--- src/rtl/egl_pkg.sv ---
// Package: shared types and constants for the gamma setting auto-loader.
// Assumes a standard 7-bit I2C EEPROM device address with chip selects zero.
package egl_pkg;

    // Low-level bus operations that the bit engine can carry out
    typedef enum logic [1:0] {
        PHY_START = 2'd0,
        PHY_STOP  = 2'd1,
        PHY_BIT   = 2'd2
    } phy_op_t;

    // EEPROM device address, chip-select bits all zero
    localparam logic [6:0] EEPROM_DEV = 7'h50;

    // Width of one rebuilt setting (7 high bits + 3 low bits)
    localparam int SETTING_W = 10;

endpackage

--- src/rtl/egl_tick.sv ---
// Module: quarter-phase tick generator.
// Emits a one-cycle tick every Q clock cycles and restarts its count
// whenever restart is high, so that each bus phase lasts exactly Q cycles.
module egl_tick #(
    parameter int Q = 63
) (
    input  logic clk,
    input  logic rst_n,
    input  logic restart,
    output logic tick
);
    localparam int CW = (Q > 1) ? $clog2(Q) : 1;

    logic [CW-1:0] cnt;

    assign tick = (cnt == CW'(Q - 1));

    // Count clocks within one quarter phase
    always_ff @(posedge clk) begin
        if (!rst_n || restart) begin
            cnt <= '0;
        end else if (tick) begin
            cnt <= '0;
        end else begin
            cnt <= cnt + 1'b1;
        end
    end
endmodule

--- src/rtl/egl_phy.sv ---
// Module: I2C bit engine.
// Runs one START, STOP or single data bit per command. Each command takes four
// quarter phases: SCL low, SDA set, SCL high, then a sample or the SDA edge for
// START/STOP. Assumes no clock stretching and that SDA only moves while SCL is
// low, except for START and STOP.
module egl_phy
    import egl_pkg::*;
#(
    parameter int QUARTER_CYCLES = 63
) (
    input  logic    clk,
    input  logic    rst_n,
    input  logic    go,
    input  phy_op_t op,
    input  logic    tx_bit,
    output logic    ready,
    output logic    done,
    output logic    rx_bit,
    input  logic    sda_in,
    output logic    scl_out,
    output logic    sda_low
);
    logic       active;
    logic [1:0] ph;
    phy_op_t    op_q;
    logic       bit_q;
    logic       scl_q;
    logic       sda_q;
    logic [1:0] sync_q;
    logic       tick;
    logic       start_cmd;

    assign start_cmd = go && !active;
    assign ready     = !active;
    assign scl_out   = scl_q;
    assign sda_low   = !sda_q;

    egl_tick #(.Q(QUARTER_CYCLES)) tick_i (
        .clk     (clk),
        .rst_n   (rst_n),
        .restart (start_cmd),
        .tick    (tick)
    );

    // Two-stage synchronizer on the sensed SDA level
    always_ff @(posedge clk) begin
        if (!rst_n) begin
            sync_q <= 2'b11;
        end else begin
            sync_q <= {sync_q[0], sda_in};
        end
    end

    // Quarter-phase sequencer that drives SCL/SDA and samples the read bit
    always_ff @(posedge clk) begin
        if (!rst_n) begin
            active <= 1'b0;
            ph     <= 2'd0;
            op_q   <= PHY_START;
            bit_q  <= 1'b0;
            scl_q  <= 1'b1;
            sda_q  <= 1'b1;
            done   <= 1'b0;
            rx_bit <= 1'b0;
        end else begin
            done <= 1'b0;
            if (start_cmd) begin
                active <= 1'b1;
                ph     <= 2'd0;
                op_q   <= op;
                bit_q  <= tx_bit;
                scl_q  <= 1'b0;
            end else if (active && tick) begin
                if (ph == 2'd3) begin
                    active <= 1'b0;
                    done   <= 1'b1;
                end else begin
                    ph <= ph + 2'd1;
                    case (ph)
                        2'd0: begin
                            case (op_q)
                                PHY_START: sda_q <= 1'b1;
                                PHY_STOP:  sda_q <= 1'b0;
                                default:   sda_q <= bit_q;
                            endcase
                        end
                        2'd1: scl_q <= 1'b1;
                        default: begin
                            case (op_q)
                                PHY_START: sda_q <= 1'b0;
                                PHY_STOP:  sda_q <= 1'b1;
                                default:   rx_bit <= sync_q[1];
                            endcase
                        end
                    endcase
                end
            end
        end
    end
endmodule

--- src/rtl/egl_seq.sv ---
// Module: auto-read sequencer.
// Builds the header (device write, word address, repeated start, device read),
// reads 2*NUM_SETTINGS bytes, checks even parity per byte and fills a shadow
// copy of the settings. A parity error or a missing slave ACK ends the pass
// with STOP and restarts it. A clean pass raises commit for one cycle.
// Assumes strap_sel is stable while rst_n is low.
module egl_seq
    import egl_pkg::*;
#(
    parameter int NUM_SETTINGS = 11
) (
    input  logic                              clk,
    input  logic                              rst_n,
    input  logic [1:0]                        strap_sel,
    input  logic                              phy_ready,
    input  logic                              phy_done,
    input  logic                              phy_rx,
    output logic                              phy_go,
    output phy_op_t                           phy_op,
    output logic                              phy_bit,
    output logic [NUM_SETTINGS*SETTING_W-1:0] shadow_flat,
    output logic                              commit
);
    localparam int NBYTES = 2 * NUM_SETTINGS;
    localparam int BW     = $clog2(NBYTES);

    typedef enum logic [2:0] {
        SQ_START, SQ_TXBIT, SQ_TXACK, SQ_RSTART,
        SQ_RXBIT, SQ_RXACK, SQ_STOP,  SQ_DONE
    } sq_state_t;

    sq_state_t                               st;
    logic                                    pend;
    logic [1:0]                              hdr_step;
    logic [7:0]                              shreg;
    logic [2:0]                              bitn;
    logic [BW-1:0]                           byte_idx;
    logic                                    fail;
    logic [1:0]                              strap_q;
    logic [NUM_SETTINGS-1:0][SETTING_W-1:0]  shadow;
    logic                                    rx_bad;
    logic                                    last_byte;
    logic [7:0]                              word_addr;

    assign rx_bad    = ^shreg;
    assign last_byte = (byte_idx == BW'(NBYTES - 1));
    assign word_addr = {1'b0, strap_q, 5'b00000};
    assign phy_go    = !pend && phy_ready && (st != SQ_DONE);

    // Flatten the shadow copy for the register bank
    for (genvar g = 0; g < NUM_SETTINGS; g++) begin : g_flat
        assign shadow_flat[g*SETTING_W +: SETTING_W] = shadow[g];
    end

    // Choose the bus operation for the current state
    always_comb begin
        phy_op  = PHY_BIT;
        phy_bit = 1'b1;
        case (st)
            SQ_START, SQ_RSTART: phy_op = PHY_START;
            SQ_STOP:             phy_op = PHY_STOP;
            SQ_TXBIT:            phy_bit = shreg[7];
            SQ_RXACK:            phy_bit = rx_bad || last_byte;
            default:             phy_bit = 1'b1;
        endcase
    end

    // Step through header, data bytes, parity checks and retries
    always_ff @(posedge clk) begin
        if (!rst_n) begin
            st       <= SQ_START;
            pend     <= 1'b0;
            hdr_step <= 2'd0;
            shreg    <= 8'h00;
            bitn     <= 3'd0;
            byte_idx <= '0;
            fail     <= 1'b0;
            strap_q  <= strap_sel;
            shadow   <= '0;
            commit   <= 1'b0;
        end else begin
            commit <= 1'b0;
            if (phy_go) begin
                pend <= 1'b1;
            end
            if (phy_done) begin
                pend <= 1'b0;
                case (st)
                    SQ_START: begin
                        hdr_step <= 2'd0;
                        shreg    <= {EEPROM_DEV, 1'b0};
                        bitn     <= 3'd0;
                        fail     <= 1'b0;
                        st       <= SQ_TXBIT;
                    end
                    SQ_TXBIT: begin
                        shreg <= {shreg[6:0], 1'b0};
                        bitn  <= bitn + 3'd1;
                        if (bitn == 3'd7) begin
                            st <= SQ_TXACK;
                        end
                    end
                    SQ_TXACK: begin
                        if (phy_rx) begin
                            fail <= 1'b1;
                            st   <= SQ_STOP;
                        end else if (hdr_step == 2'd0) begin
                            hdr_step <= 2'd1;
                            shreg    <= word_addr;
                            st       <= SQ_TXBIT;
                        end else if (hdr_step == 2'd1) begin
                            st <= SQ_RSTART;
                        end else begin
                            bitn     <= 3'd0;
                            byte_idx <= '0;
                            st       <= SQ_RXBIT;
                        end
                    end
                    SQ_RSTART: begin
                        hdr_step <= 2'd2;
                        shreg    <= {EEPROM_DEV, 1'b1};
                        bitn     <= 3'd0;
                        st       <= SQ_TXBIT;
                    end
                    SQ_RXBIT: begin
                        shreg <= {shreg[6:0], phy_rx};
                        bitn  <= bitn + 3'd1;
                        if (bitn == 3'd7) begin
                            st <= SQ_RXACK;
                        end
                    end
                    SQ_RXACK: begin
                        if (rx_bad) begin
                            fail <= 1'b1;
                            st   <= SQ_STOP;
                        end else begin
                            if (byte_idx[0]) begin
                                shadow[byte_idx[BW-1:1]][2:0] <= shreg[7:5];
                            end else begin
                                shadow[byte_idx[BW-1:1]][9:3] <= shreg[7:1];
                            end
                            if (last_byte) begin
                                fail <= 1'b0;
                                st   <= SQ_STOP;
                            end else begin
                                byte_idx <= byte_idx + 1'b1;
                                st       <= SQ_RXBIT;
                            end
                        end
                    end
                    SQ_STOP: begin
                        if (fail) begin
                            st <= SQ_START;
                        end else begin
                            commit <= 1'b1;
                            st     <= SQ_DONE;
                        end
                    end
                    default: st <= SQ_DONE;
                endcase
            end
        end
    end
endmodule

--- src/rtl/egl_bank.sv ---
// Module: visible setting registers.
// Copies the whole shadow in the commit cycle and raises a sticky done flag
// in the same cycle. Assumes commit pulses at most once per reset.
module egl_bank
    import egl_pkg::*;
#(
    parameter int NUM_SETTINGS = 11
) (
    input  logic                              clk,
    input  logic                              rst_n,
    input  logic                              commit,
    input  logic [NUM_SETTINGS*SETTING_W-1:0] shadow_flat,
    output logic [NUM_SETTINGS*SETTING_W-1:0] setting_bus,
    output logic                              load_done
);
    for (genvar g = 0; g < NUM_SETTINGS; g++) begin : g_reg
        // Hold one committed setting
        always_ff @(posedge clk) begin
            if (!rst_n) begin
                setting_bus[g*SETTING_W +: SETTING_W] <= '0;
            end else if (commit) begin
                setting_bus[g*SETTING_W +: SETTING_W] <= shadow_flat[g*SETTING_W +: SETTING_W];
            end
        end
    end

    // Sticky completion flag
    always_ff @(posedge clk) begin
        if (!rst_n) begin
            load_done <= 1'b0;
        end else if (commit) begin
            load_done <= 1'b1;
        end
    end
endmodule

--- src/rtl/eeprom_gamma_loader.sv ---
// Module: gamma setting auto-loader top.
// Wires the sequencer, the bit engine and the register bank together. SCL is
// driven push-pull as a level (1 = released); SDA is open-drain through
// sda_low. Assumes a single EEPROM on the bus that does not stretch SCL.
module eeprom_gamma_loader
    import egl_pkg::*;
#(
    parameter int QUARTER_CYCLES = 63,
    parameter int NUM_SETTINGS   = 11
) (
    input  logic                              clk,
    input  logic                              rst_n,
    input  logic [1:0]                        strap_sel,
    input  logic                              sda_in,
    output logic                              scl_out,
    output logic                              sda_low,
    output logic [NUM_SETTINGS*SETTING_W-1:0] setting_bus,
    output logic                              load_done
);
    logic                              phy_go;
    phy_op_t                           phy_op;
    logic                              phy_bit;
    logic                              phy_ready;
    logic                              phy_done;
    logic                              phy_rx;
    logic                              commit;
    logic [NUM_SETTINGS*SETTING_W-1:0] shadow_flat;

    egl_seq #(.NUM_SETTINGS(NUM_SETTINGS)) seq_i (
        .clk         (clk),
        .rst_n       (rst_n),
        .strap_sel   (strap_sel),
        .phy_ready   (phy_ready),
        .phy_done    (phy_done),
        .phy_rx      (phy_rx),
        .phy_go      (phy_go),
        .phy_op      (phy_op),
        .phy_bit     (phy_bit),
        .shadow_flat (shadow_flat),
        .commit      (commit)
    );

    egl_phy #(.QUARTER_CYCLES(QUARTER_CYCLES)) phy_i (
        .clk     (clk),
        .rst_n   (rst_n),
        .go      (phy_go),
        .op      (phy_op),
        .tx_bit  (phy_bit),
        .ready   (phy_ready),
        .done    (phy_done),
        .rx_bit  (phy_rx),
        .sda_in  (sda_in),
        .scl_out (scl_out),
        .sda_low (sda_low)
    );

    egl_bank #(.NUM_SETTINGS(NUM_SETTINGS)) bank_i (
        .clk         (clk),
        .rst_n       (rst_n),
        .commit      (commit),
        .shadow_flat (shadow_flat),
        .setting_bus (setting_bus),
        .load_done   (load_done)
    );
endmodule

--- config.mk ---
export PLATFORM = sky130hd
export DESIGN_NAME = eeprom_gamma_loader
export DESIGN_NICKNAME = d
export VERILOG_FILES = /design/src/rtl/egl_pkg.sv /design/src/rtl/egl_tick.sv /design/src/rtl/egl_phy.sv /design/src/rtl/egl_seq.sv /design/src/rtl/egl_bank.sv /design/src/rtl/eeprom_gamma_loader.sv
export SDC_FILE = /design/constraint.sdc
export NUM_CORES = 1
export LEC_CHECK = 0
export BUFFER_PORTS_ARGS = -buffer_cell sky130_fd_sc_hd__buf_4
export CORE_MARGIN = 4
export CORE_UTILIZATION = 45
export DETAILED_ROUTE_END_ITERATION = 7
export PLACE_DENSITY = 0.7
export SYNTH_ARGS = -nofsm -noshare
export SYNTH_HDL_FRONTEND = slang
export SYNTH_HIERARCHICAL = 1
export SYNTH_SLANG_ARGS = --single-unit
--- constraint.sdc ---
create_clock -name clk -period 2.7 [get_ports clk]
set_input_delay 0.54 -clock clk [delete_from_list [all_inputs] [get_ports clk]]
set_output_delay 0.54 -clock clk [all_outputs]
set_load 0.01 [all_outputs]
==> run summary, run 1 <==
The flow ran to the end, and the final reports show no timing, DRC or antenna violations. The leakage power came out at between 4 and 5 nW. In the final layout, the multi-input gates occupy 4970 sq um. 118 I/O pins were placed. The aggregate global routing overflow came out at 0. The number of remaining DRC errors came out at 0. The post-placement cell count is approximately 1400.

The number of warnings issued by yosys is 6. The cell depth of the worst min-delay path came out at 1. The endpoint identified for the worst register-to-register timing path is seq_i/byte_idx[3]$_SDFFE_PN0P_. The time the final worst path needs with I/O delays and setup is 2380 ps. The HPWL after detailed placement came out at roughly 15000 um.

Using the TritonRoute via totals, the vias-per-cell ratio works out to approximately 5.0. The initial standard-cell utilization of the core came out at 0.459. The global-route usage over all layers is 0.177. The largest net degree at the start of global routing is 78.

IR analysis of the VDD net gives a maximum drop of 0.000532 V. The post-cts gate resize count came out at 0. The clock-pin slew on the worst setup and hold paths is 60 ps. The largest fanout on the critical path is 15. The final layout contains routed wiring with a total length of 23900 um. The cell with the biggest individual delay on the critical path is sky130_fd_sc_hd__xnor2_2. The distinct cell type count after synthesis is 60. The most common flop cell mapped by yosys is sky130_fd_sc_hd__dfxtp_1. Setup violations remaining at the end of the flow were counted as 0. The maximum count of clock buffers along a single path is 3. The slew at the pin closest to its max-slew limit came out at around 800 ps. Final hold analysis gives a worst-case slack of 190 ps.

The start point of the worst hold path is strap_sel[1]. In the finished design, the share of the clock period the worst path needs comes to 0.881. The largest total area in the synthesized netlist belongs to sky130_fd_sc_hd__dfxtp_1. The net count of the mapped netlist came out at 1046. The via count of the first global-routing pass was 7144.

Adding up every negative setup slack in the final design gives 0 ps. The worst pin sits at a relative slew slack of 0.459. The category of the critical setup timing path is register to register.

The worst setup path is captured at a register. At the worst endpoint, the required time is about 3200 ps. The die covers 26600 sq um.

In this run the worst hold path is classified as input pin to register. The final hold violation count came out at 0. The number of hold buffers added after cts came out at 0. The share of the Yosys chip area taken by registers is 0.492. The setup slack of the worst register-to-register path is around 320 ps. The number of instances in the synthesized netlist came out at 1031.

After filler insertion, the fill cell instance count of the layout stands at 2092. The cell with the most instances on the worst path is sky130_fd_sc_hd__xnor2_2. Once placement finished, the instance area stood at 11800 sq um.

Max-cap violations in this run came to 0. In the final routed layout, each cell accounts on average for approximately 16 um. The proportion of layout cells with a drive suffix above 1 is 0.190. The post-synthesis register bit count came out at about 270.

The number of H-tree levels is 1. The first global-routing pass estimated approximately 39000 um of wire. The worst hold path terminates at seq_i/strap_q[1]$_DFFE_PN_. The initialized floorplan defines between 50 and 60 standard-cell rows.

TritonCTS built the clock tree. The number of vias after detailed routing came out at 7266. The startpoint type of the worst setup path is a register. The first-pass iteration count of the detailed router came out at 4.

The share of flip-flops with an asynchronous set or reset is 0. The number of pins with negative max-slew slack in the final report came to 0. The layout net count came out at 1142. Registers take 5330 sq um. The origin of the critical flop-to-flop path is seq_i/shreg[1]$_SDFFE_PN0P_. Traced cell by cell, the critical path runs through xnor2_1, xnor2_2, xnor2_2, o21ai_1, or4b_1, a21oi_1. The number of enable-type register cells in the synthesized netlist is 2. The detail route stage leaves a number of antenna-violating nets equal to 0.

Setup repair after global routing left no endpoint under its margin. After routing the design area is about 13000 sq um. The final non-filler cell total came out at 1464. The cell area that synthesis handed to floorplanning was 10800 sq um.

The source-to-sink clock delay at the later pin of the worst-skew pair came out at 540 ps. The area growth from synthesis to layout is 17.7%. The number of clock sinks seen by CTS is around 270. The number of buffers inserted by post-CTS setup repair is 0. The highest cell delay on the worst timing path is roughly 620 ps. Measured along the y axis, the die boundary spans 163 um. The portion of synthesized cell area occupied by the leading cell type is 0.487. The number of port buffers came out at 117. Yosys attributes the largest share of cell area to sky130_fd_sc_hd__dfxtp_1 49%, sky130_fd_sc_hd__mux2i_1 21%, sky130_fd_sc_hd__nor2b_1 6.9%, sky130_fd_sc_hd__nor2_1 5.2%, sky130_fd_sc_hd__buf_12 1.9%.

The routability congestion estimate from global placement came out at between 0.8 and 0.9. The launching instance or port of the critical path is seq_i/shreg[1]$_SDFFE_PN0P_. Dividing total power by cell area gives a power density of 609 nW/um^2.

The number of diodes added for antenna fixing is 0. The number of DRC markers in iteration 0 came out at around 460. The root cell of the clock tree is sky130_fd_sc_hd__clkbuf_16.

The number of antenna violations at the first check in global routing came out at 0. Timing would allow up to 420 MHz. The synthesized area per cell is ~10 sq um. The signal arrival time at the worst endpoint is 2830 ps. Between clock sinks in the finished design, the worst skew comes to ~13 ps. The core region is 23500 sq um. In this run the horizontal extent of the chip is 163 um. The worst-case reg-to-reg path depth came out at 6. The total clock buffers created by CTS came out at 27.
[Yosys cell counts, drive strengths merged (2+ instances only)]
master	instances
mux2i	228
xnor2	10
o221a	2
o221ai	2
ha	10
and4	2
nor3	19
a21o	2
o31ai	2
o21ai	17
nor4	2
a311oi	4
o2111ai	2
nand3b	6
and2	3
buf	26
nor2	150
nor2b	119
nand3	15
xor2	6
clkbuf	46
nand2	29
or3	2
a31oi	2
edfxtp	2
a21oi	19
nand4	5
o211ai	2
a31o	2
nand2b	6
inv	14
dfxtp	263
[layout make-up]
type | count | area share
sequential | 265 | 0.419
clock buffer | 39 | 0.0638
clock inverter | 8 | 0.00570
inverter | 14 | 0.00433
timing repair buffer | 139 | 0.0859
tap | 319 | 0.0314
multi-input combinational | 680 | 0.390
[critical path, delay by kind of cell (launching register included)]
kind | cells | cell delay, ps
flip-flops | 1 | 320
XOR/XNOR | 3 | 1040
AO/OA/AOI/OAI | 2 | 430
AND/OR/NAND/NOR | 1 | 510
[layout by cell type, fill, tap and decap left out, types with 10 or more instances in the layout]
cell                        netlist  final
sky130_fd_sc_hd__nor2b_1        119    119
sky130_fd_sc_hd__buf_4            3    135
sky130_fd_sc_hd__ha_1            10     10
sky130_fd_sc_hd__a21oi_1         18     18
sky130_fd_sc_hd__nand3_1         13     13
sky130_fd_sc_hd__nand2_1         28     28
sky130_fd_sc_hd__inv_1           14     13
sky130_fd_sc_hd__o21ai_0         15     15
sky130_fd_sc_hd__mux2i_1        228    228
sky130_fd_sc_hd__nor2_1         150    150
sky130_fd_sc_hd__clkbuf_16        0     28
sky130_fd_sc_hd__dfxtp_1        263    262
[where the power goes]
group | internal (mW) | switching (mW)
Sequential | 3.93 | 0.0107
Clock | 2.17 | 1.51
Combinational | 0.0497 | 0.0777
[per-stage QoR]
step                setup WS [ps]  utilization  total power, mW
finish                        322        0.541             7.75
global placement              400        0.503             4.15
detailed placement            291        0.503             4.15
floorplan                     667            -             4.12
global route                  122        0.541             7.99
CTS                           264        0.541             7.83
[how the worst max path moves through the flow]
stage,end,cells after the start
3_5_place_dp,seq_i/shadow_flat[24]$_SDFFE_PN0P_,6
6_report,seq_i/byte_idx[3]$_SDFFE_PN0P_,6
2_1_floorplan,seq_i/shadow_flat[73]$_SDFFE_PN0P_,7
5_1_grt,seq_i/shadow_flat[56]$_SDFFE_PN0P_,7
3_3_place_gp,seq_i/shadow_flat[27]$_SDFFE_PN0P_,6
4_1_cts,seq_i/shadow_flat[24]$_SDFFE_PN0P_,6
[cell families after synthesis]
family | synth area share
adder cells (fa/ha/maj) | 0.0116
AND/OR/NAND/NOR | 0.181
multiplexers | 0.211
XOR/XNOR | 0.0164
buffers and inverters | 0.0484
AO/OA/AOI/OAI | 0.0391
flip-flops | 0.492
[registers in the layout, indices dropped and copies added, names as in the netlist, 2 cells and up]
| name | cells |
|---|---|
| seq_i/shadow_flat | 110 |
| seq_i/byte_idx | 5 |
| seq_i/strap_q | 2 |
| seq_i/bitn | 3 |
| phy_i/ph | 2 |
| bank_i/setting_bus | 110 |
| seq_i/shreg | 8 |
| phy_i/sync_q | 2 |
| seq_i/hdr_step | 2 |
| phy_i/op_q | 2 |
| seq_i/st | 3 |
| phy_i/tick_i/cnt | 6 |
[layer usage]
| layer | global-route usage | wire length, um | vias to the layer above |
|---|---|---|---|
| met3 | 0.0371 | 1470 | 38 |
| li1 | - | - | 3659 |
| met1 | 0.248 | 11300 | 3416 |
| met2 | 0.284 | 10800 | 153 |
| met5 | 0 | 0 | - |
| met4 | 0.0362 | 420 | 0 |
(Power assumes the default switching activity.)
==> inputs of run 2 (changes only) <==
--- a/config.mk
+++ b/config.mk
@@ -6,7 +6,7 @@
 export NUM_CORES = 1
 export LEC_CHECK = 0
 export BUFFER_PORTS_ARGS = -buffer_cell sky130_fd_sc_hd__buf_4
-export CORE_MARGIN = 4
+export CORE_MARGIN = 1
 export CORE_UTILIZATION = 45
 export DETAILED_ROUTE_END_ITERATION = 7
 export PLACE_DENSITY = 0.7
==> run summary, run 2 (synthesis gave the netlist of run 1 again) <==
Run status: finished clean (unchanged). The highest cell delay on the worst timing path was 1000 ps (was 620 ps). The aggregate global routing overflow was 0 (unchanged).

The number of H-tree levels is 1 (unchanged). The initial standard-cell utilization of the core came to 0.459 (unchanged). The root cell of the clock tree is sky130_fd_sc_hd__clkbuf_16 (unchanged). The final setup skew came to 17.3 ps (was 13.3 ps). The startpoint type of the worst setup path is a register (unchanged). The total clock buffers created by CTS came out at 28 (was 27). The number of DRC markers in iteration 0 came out at 458 (was 461). The number of pins with negative max-slew slack in the final report is 0 (unchanged). The height of the die is 157 um (was 163 um). The post-route cell area came out at 12900 sq um (was 12700 sq um). The floorplan die width is 157 um (was 163 um). The count of standard-cell rows is 56 (unchanged). The leakage power came out at 4.88 nW (was 4.81 nW). The number of clock sinks seen by CTS came to 265 (unchanged). The number of port buffers is 117 (unchanged). The cell with the biggest individual delay on the critical path is sky130_fd_sc_hd__xor2_2 (was sky130_fd_sc_hd__xnor2_2). The maximum frequency from static timing analysis is 406 MHz (was 420 MHz). The critical path required time came out at 3110 ps (was 3160 ps). The I/O pin total came out at 118 (unchanged).

The number of diodes added for antenna fixing came to 0 (unchanged). The first-pass iteration count of the detailed router came out at 4 (unchanged). The number of remaining DRC errors was 0 (unchanged).

The area of the die is 24700 sq um (was 26600 sq um). The routability congestion estimate from global placement is 0.862 (was 0.829). The signal arrival time at the worst endpoint is 2870 ps (was 2830 ps). The most common cell after layout, fill and taps aside is sky130_fd_sc_hd__dfxtp_1 (unchanged). The final critical-path share of the clock period came out at 0.912 (was 0.881). The time the final worst path needs with I/O delays and setup is 2460 ps (was 2380 ps). The number of buffers inserted by post-CTS setup repair was 0 (unchanged). The final hold violation count came out at 0 (unchanged). The power density normalized to cell area came out at 635 nW/um^2 (was 609 nW/um^2).

The class of the most critical hold timing path was input pin to register (unchanged). The placeable core region came to 23500 sq um (unchanged). The proportion of layout cells with a drive suffix above 1 is 0.194 (was 0.190).

The slew at the pin closest to its max-slew limit came out at 1260 ps (was 805 ps). The clock tree from TritonCTS is yes (unchanged). The number of antenna violations at the first check in global routing came out at 0 (unchanged).

The setup TNS is 0 ps (unchanged). RSZ-0062 raised after global routing: no (unchanged). The maximum count of clock buffers along a single path came out at 3 (unchanged). The number of violations of the max-capacitance limit came out at 0 (unchanged). The via count of the first global-routing pass was 6860 (was 7144). The remaining antenna violation count after routing was 0 (unchanged). The number of fill cells is 2117 (was 2092). The category of the critical setup timing path is register to register (unchanged). The final count of negative-setup-slack endpoints is 0 (unchanged). The clock-pin slew on the worst setup and hold paths is 60 ps (about the same). The ratio of routed vias to standard cells is 4.92 (was 4.96). The largest net degree at the start of global routing is 62 (was 78).

The layout net count came to 1145 (was 1142). The largest fanout on the critical path is 14 (was 15). The type of element capturing the critical path is a register (unchanged).

Highest-count cells in the layout ignoring fill and taps: 262 x sky130_fd_sc_hd__dfxtp_1, 228 x sky130_fd_sc_hd__mux2i_1, 150 x sky130_fd_sc_hd__nor2_1 (unchanged). The max-slew headroom at the worst pin came to 0.157 (was 0.459). The global-route wire length before repair came out at 37100 um (was 38500 um). The number of hold buffers added after cts is 0 (unchanged). The total wire length is 23100 um (was 23900 um). The number of vias after detailed routing was 7236 (was 7266).

The post-detailed-placement cell area came out at 11900 sq um (was 11800 sq um). The largest voltage drop on the vdd net is 0.000406 V (was 0.000532 V). The global-route usage over all layers came out at 0.188 (was 0.177). The area added between synthesis and finish is 19.1% (was 17.7%). Cells along the critical path: xnor2_1, xnor2_2, xor2_2, nor4_4, mux2i_1, nor2_1 (was xnor2_1, xnor2_2, xnor2_2, o21ai_1, or4b_1, a21oi_1).

The source-to-sink clock delay at the later pin of the worst-skew pair was 550 ps (was 540 ps). The post-cts gate resize count is 0 (unchanged). The HPWL after detailed placement came out at 14600 um (was 15100 um). The average wire length per cell after detail routing was 15.7 um (was 16.3 um).
[run 2: cell types whose count changed in the layout (fill, tap and decap cells not counted), sizes merged]
cell      change
buf           +2
bufinv        +2
clkbuf        +4
clkinv        -1
clkinvlp      +1
inv           -1
[run 2: worst paths after layout]
kind                                from                                  to  slack (ps)  cells past startpoint
min reg2reg   phy_i/sync_q[0]$_SDFF_PN1_          phy_i/sync_q[1]$_SDFF_PN1_         410                      1
max          seq_i/shreg[1]$_SDFFE_PN0P_  seq_i/shadow_flat[76]$_SDFFE_PN0P_         240                      6
max reg2reg  seq_i/shreg[1]$_SDFFE_PN0P_  seq_i/shadow_flat[76]$_SDFFE_PN0P_         240                      6
min                         strap_sel[1]          seq_i/strap_q[1]$_DFFE_PN_         180                      1
[run 2: through the flow]
stage	hold WS, ps	cells	total power, mW	setup slack [ps]	utilization
after floorplan	386	1031	4.12	667	-
after global placement	398	1419	4.15	292	0.504
after detailed placement	400	1419	4.16	210	0.504
after CTS	162	1471	8.25	184	0.547
after global routing	171	1471	8.41	54.8	0.547
final	179	1471	8.18	238	0.547
[run 2: per-layer routing]
layer / vias to the layer above / GRT usage / routed length [um]
li1: 3679 / - / -
met2: 148 / 0.296 / 10400
met3: 25 / 0.0325 / 1050
met1: 3384 / 0.266 / 11400
met5: - / 0 / 0
met4: 0 / 0.0439 / 350
[run 2: worst max-delay path: cells and delay by family (launching register included)]
family,cells,cell delay (ps)
xor gates and xnor gates,3,1450
DFF,1,320
and+or+nand+nor,2,300
muxes,1,240
[run 2: cell type report]
type | count | area, sq um | area share
flip-flops and latches | 265 | 5330 | 0.414
multi-input cells | 680 | 4970 | 0.386
repair buffers | 141 | 1110 | 0.0861
clock buffers | 43 | 878 | 0.0682
well taps | 319 | 399 | 0.0310
clock inverters | 9 | 140 | 0.0109
inverters | 14 | 55.1 | 0.00428
[run 2: power by group]
part | internal (mW) | switching (mW)
clock | 2.53 | 1.58
combinational | 0.0501 | 0.0779
sequential | 3.93 | 0.0114
==> inputs of run 3 (changes only) <==
==> constraint.sdc (replaced) <==
create_clock -name clk -period 2.7 [get_ports clk]
set_input_delay 0.405 -clock clk [delete_from_list [all_inputs] [get_ports clk]]
set_output_delay 0.405 -clock clk [all_outputs]
set_load 0.01 [all_outputs]
==> run summary, run 3 (synthesis gave the netlist of run 1 again) <==
Run status: finished clean (unchanged). The final hold violation count came to 0 (unchanged). The power density normalized to cell area is 617 nW/um^2 (was 635 nW/um^2).

The setup TNS is 0 ps (unchanged). The initial standard-cell utilization of the core is 0.459 (unchanged). Cells along the critical path: nor2b_1, nand3b_1, a21oi_1, o21ai_1, or4b_1, a21oi_1 (was xnor2_1, xnor2_2, xor2_2, nor4_4, mux2i_1, nor2_1). The number of remaining DRC errors was 0 (unchanged). The slew at the pin closest to its max-slew limit came out at 747 ps (was 1260 ps).

The total wire length is 23800 um (was 23100 um). The via count of the first global-routing pass came out at 6987 (was 6860). The leakage power came out at 4.82 nW (was 4.88 nW). The clock-pin slew on the worst setup and hold paths is 60 ps (about the same).

The ratio of routed vias to standard cells was 5.00 (was 4.92). The global-route usage over all layers is 0.193 (was 0.188). The first-pass iteration count of the detailed router was 5 (was 4). The number of pins with negative max-slew slack in the final report came out at 0 (unchanged).

The class of the most critical hold timing path was input pin to register (unchanged). The remaining antenna violation count after routing is 0 (unchanged). Among the stages of the critical path, the cell type that occurs most often is sky130_fd_sc_hd__a21oi_1.

The count of buffer and inverter cells on the critical path came out at 0 (unchanged). The HPWL after detailed placement is 14700 um (was 14600 um). The startpoint type of the worst setup path is a register (unchanged). The number of H-tree levels came out at 1 (unchanged). The type of element capturing the critical path is a register (unchanged). The number of buffers inserted by post-CTS setup repair came out at 0 (unchanged). The post-route core utilization came out at 0.541 (was 0.547).

The post-cts gate resize count came out at 0 (unchanged). The I/O pin total came out at 118 (unchanged). The maximum count of clock buffers along a single path is 3 (unchanged). The time the final worst path needs with I/O delays and setup was 2430 ps (was 2460 ps). The cell depth of the worst min-delay path is 1 (unchanged). The largest net degree at the start of global routing was 61 (was 62). The number of DRC markers in iteration 0 came out at 448 (was 458). RSZ-0062 raised after global routing: no (unchanged). The final worst slack is 269 ps (was 238 ps).

The clock tree from TritonCTS is yes (unchanged). The origin of the critical flop-to-flop path is seq_i/st[0]$_SDFFE_PN0P_ (was seq_i/shreg[1]$_SDFFE_PN0P_). The hold path endpoint is seq_i/strap_q[1]$_DFFE_PN_ (unchanged). The end of the worst register-to-register path was seq_i/byte_idx[3]$_SDFFE_PN0P_ (was seq_i/shadow_flat[76]$_SDFFE_PN0P_). The post-detailed-placement cell area is 11800 sq um (was 11900 sq um).

The worst setup slack before clock tree synthesis came out at 315 ps (was 210 ps). The post-route cell area came out at 12700 sq um (was 12900 sq um). The aggregate global routing overflow came to 0 (unchanged). The max-slew headroom at the worst pin came out at 0.499 (was 0.157). The average wire length per cell after detail routing is 16.2 um (was 15.7 um). The highest cell delay on the worst timing path came out at 510 ps (was 1000 ps).

The largest fanout on the critical path is 16 (was 14). The number of antenna violations at the first check in global routing came out at 0 (unchanged). The signal arrival time at the worst endpoint came out at 2890 ps (was 2870 ps). The setup slack of the worst register-to-register path is 270 ps (was 240 ps). The most common cell after layout, fill and taps aside is sky130_fd_sc_hd__dfxtp_1 (unchanged). The number of hold buffers added after cts was 0 (unchanged). The maximum frequency from static timing analysis is 411 MHz (was 406 MHz). The source-to-sink clock delay at the later pin of the worst-skew pair is 550 ps (about the same). The routability congestion estimate from global placement came to 0.815 (was 0.862). The largest voltage drop on the vdd net is 0.000399 V (was 0.000406 V). The final critical-path share of the clock period came out at 0.900 (was 0.912). The count of standard-cell rows came out at 56 (unchanged). Highest-count cells in the layout ignoring fill and taps: 262 x sky130_fd_sc_hd__dfxtp_1, 228 x sky130_fd_sc_hd__mux2i_1, 150 x sky130_fd_sc_hd__nor2_1 (unchanged). The critical path required time is 3160 ps (was 3110 ps). The post-route total power is 7.85 mW (was 8.18 mW). The final non-filler cell total is 1466 (was 1471). The total clock buffers created by CTS is 27 (was 28).

The final setup skew is 21.7 ps (was 17.3 ps). The post-placement cell count came out at 1417 (was 1419). The root cell of the clock tree is sky130_fd_sc_hd__clkbuf_16 (unchanged). The number of diodes added for antenna fixing came out at 0 (unchanged). The area added between synthesis and finish is 17.8% (was 19.1%). The category of the critical setup timing path is register to register (unchanged). The placeable core region was 23500 sq um (unchanged). The cell with the biggest individual delay on the critical path is sky130_fd_sc_hd__nor2b_1 (was sky130_fd_sc_hd__xor2_2). The number of violations of the max-capacitance limit came to 0 (unchanged). The global-route wire length before repair is 37600 um (was 37100 um). The floorplan die width is 157 um (unchanged). The worst hold margin is 35.6 ps (was 179 ps).

The layout net count is 1142 (was 1145). The number of port buffers came out at 117 (unchanged). The area of the die is 24700 sq um (unchanged). The cell family with the largest share of critical-path delay is simple AND/OR/NAND/NOR gates (was XOR/XNOR gates). The start point of the worst hold path is strap_sel[1] (unchanged).

The height of the die came out at 157 um (unchanged). The proportion of layout cells with a drive suffix above 1 is 0.191 (was 0.194). The worst-case reg-to-reg path depth came out at 6 (unchanged). The number of vias after detailed routing is 7327 (was 7236). The number of clock sinks seen by CTS is 265 (unchanged). The final count of negative-setup-slack endpoints came out at 0 (unchanged).
==> run 3: cell types whose count changed in the layout (fill, tap and decap cells not counted) <==
cell and delta:
sky130_fd_sc_hd__buf_12 -2, sky130_fd_sc_hd__bufinv_16 -2, sky130_fd_sc_hd__clkbuf_16 -2, sky130_fd_sc_hd__clkbuf_8 +1, sky130_fd_sc_hd__clkinv_2 +1, sky130_fd_sc_hd__clkinv_8 -1, sky130_fd_sc_hd__inv_16 +1, sky130_fd_sc_hd__inv_8 -1
==> run 3: layout make-up <==
cell class	instances	area (sq um)
inverters	14	55.1
well taps	319	399
flip-flops and latches	265	5330
clock inverters	7	77.6
repair buffers	139	1070
fillers	2111	10800
clock buffers	42	842
multi-input cells	680	4970
==> run 3: metal layers <==
metal	wire, um	vias to the layer above	track usage	part of all wire
met5	0	-	0	0
met4	400	0	0.0513	0.017
met3	1130	29	0.0341	0.048
met2	10700	172	0.309	0.45
met1	11500	3456	0.269	0.48
li1	-	3670	-	-
==> run 3: worst max path at each step <==
stage	startpoint	endpoint	slack, ps	cells after the start
floorplan	seq_i/st[1]$_SDFFE_PN0P_	seq_i/shadow_flat[73]$_SDFFE_PN0P_	670	7
global placement	seq_i/shreg[4]$_SDFFE_PN0P_	seq_i/byte_idx[3]$_SDFFE_PN0P_	400	6
detailed placement	seq_i/shreg[4]$_SDFFE_PN0P_	seq_i/shadow_flat[29]$_SDFFE_PN0P_	310	6
CTS	seq_i/shreg[4]$_SDFFE_PN0P_	seq_i/shadow_flat[29]$_SDFFE_PN0P_	300	6
global route	seq_i/shreg[7]$_SDFFE_PN0P_	seq_i/byte_idx[3]$_SDFFE_PN0P_	100	6
finish	seq_i/st[0]$_SDFFE_PN0P_	seq_i/byte_idx[3]$_SDFFE_PN0P_	270	6
==> run 3: power breakdown <==
group	switching (mW)	total, mW	leakage (nW)	internal (mW)
clock	1.55	3.79	0.456	2.24
combinational	0.0793	0.129	2.22	0.0495
sequential	0.0114	3.94	2.14	3.93
total	1.64	7.85	4.82	6.22
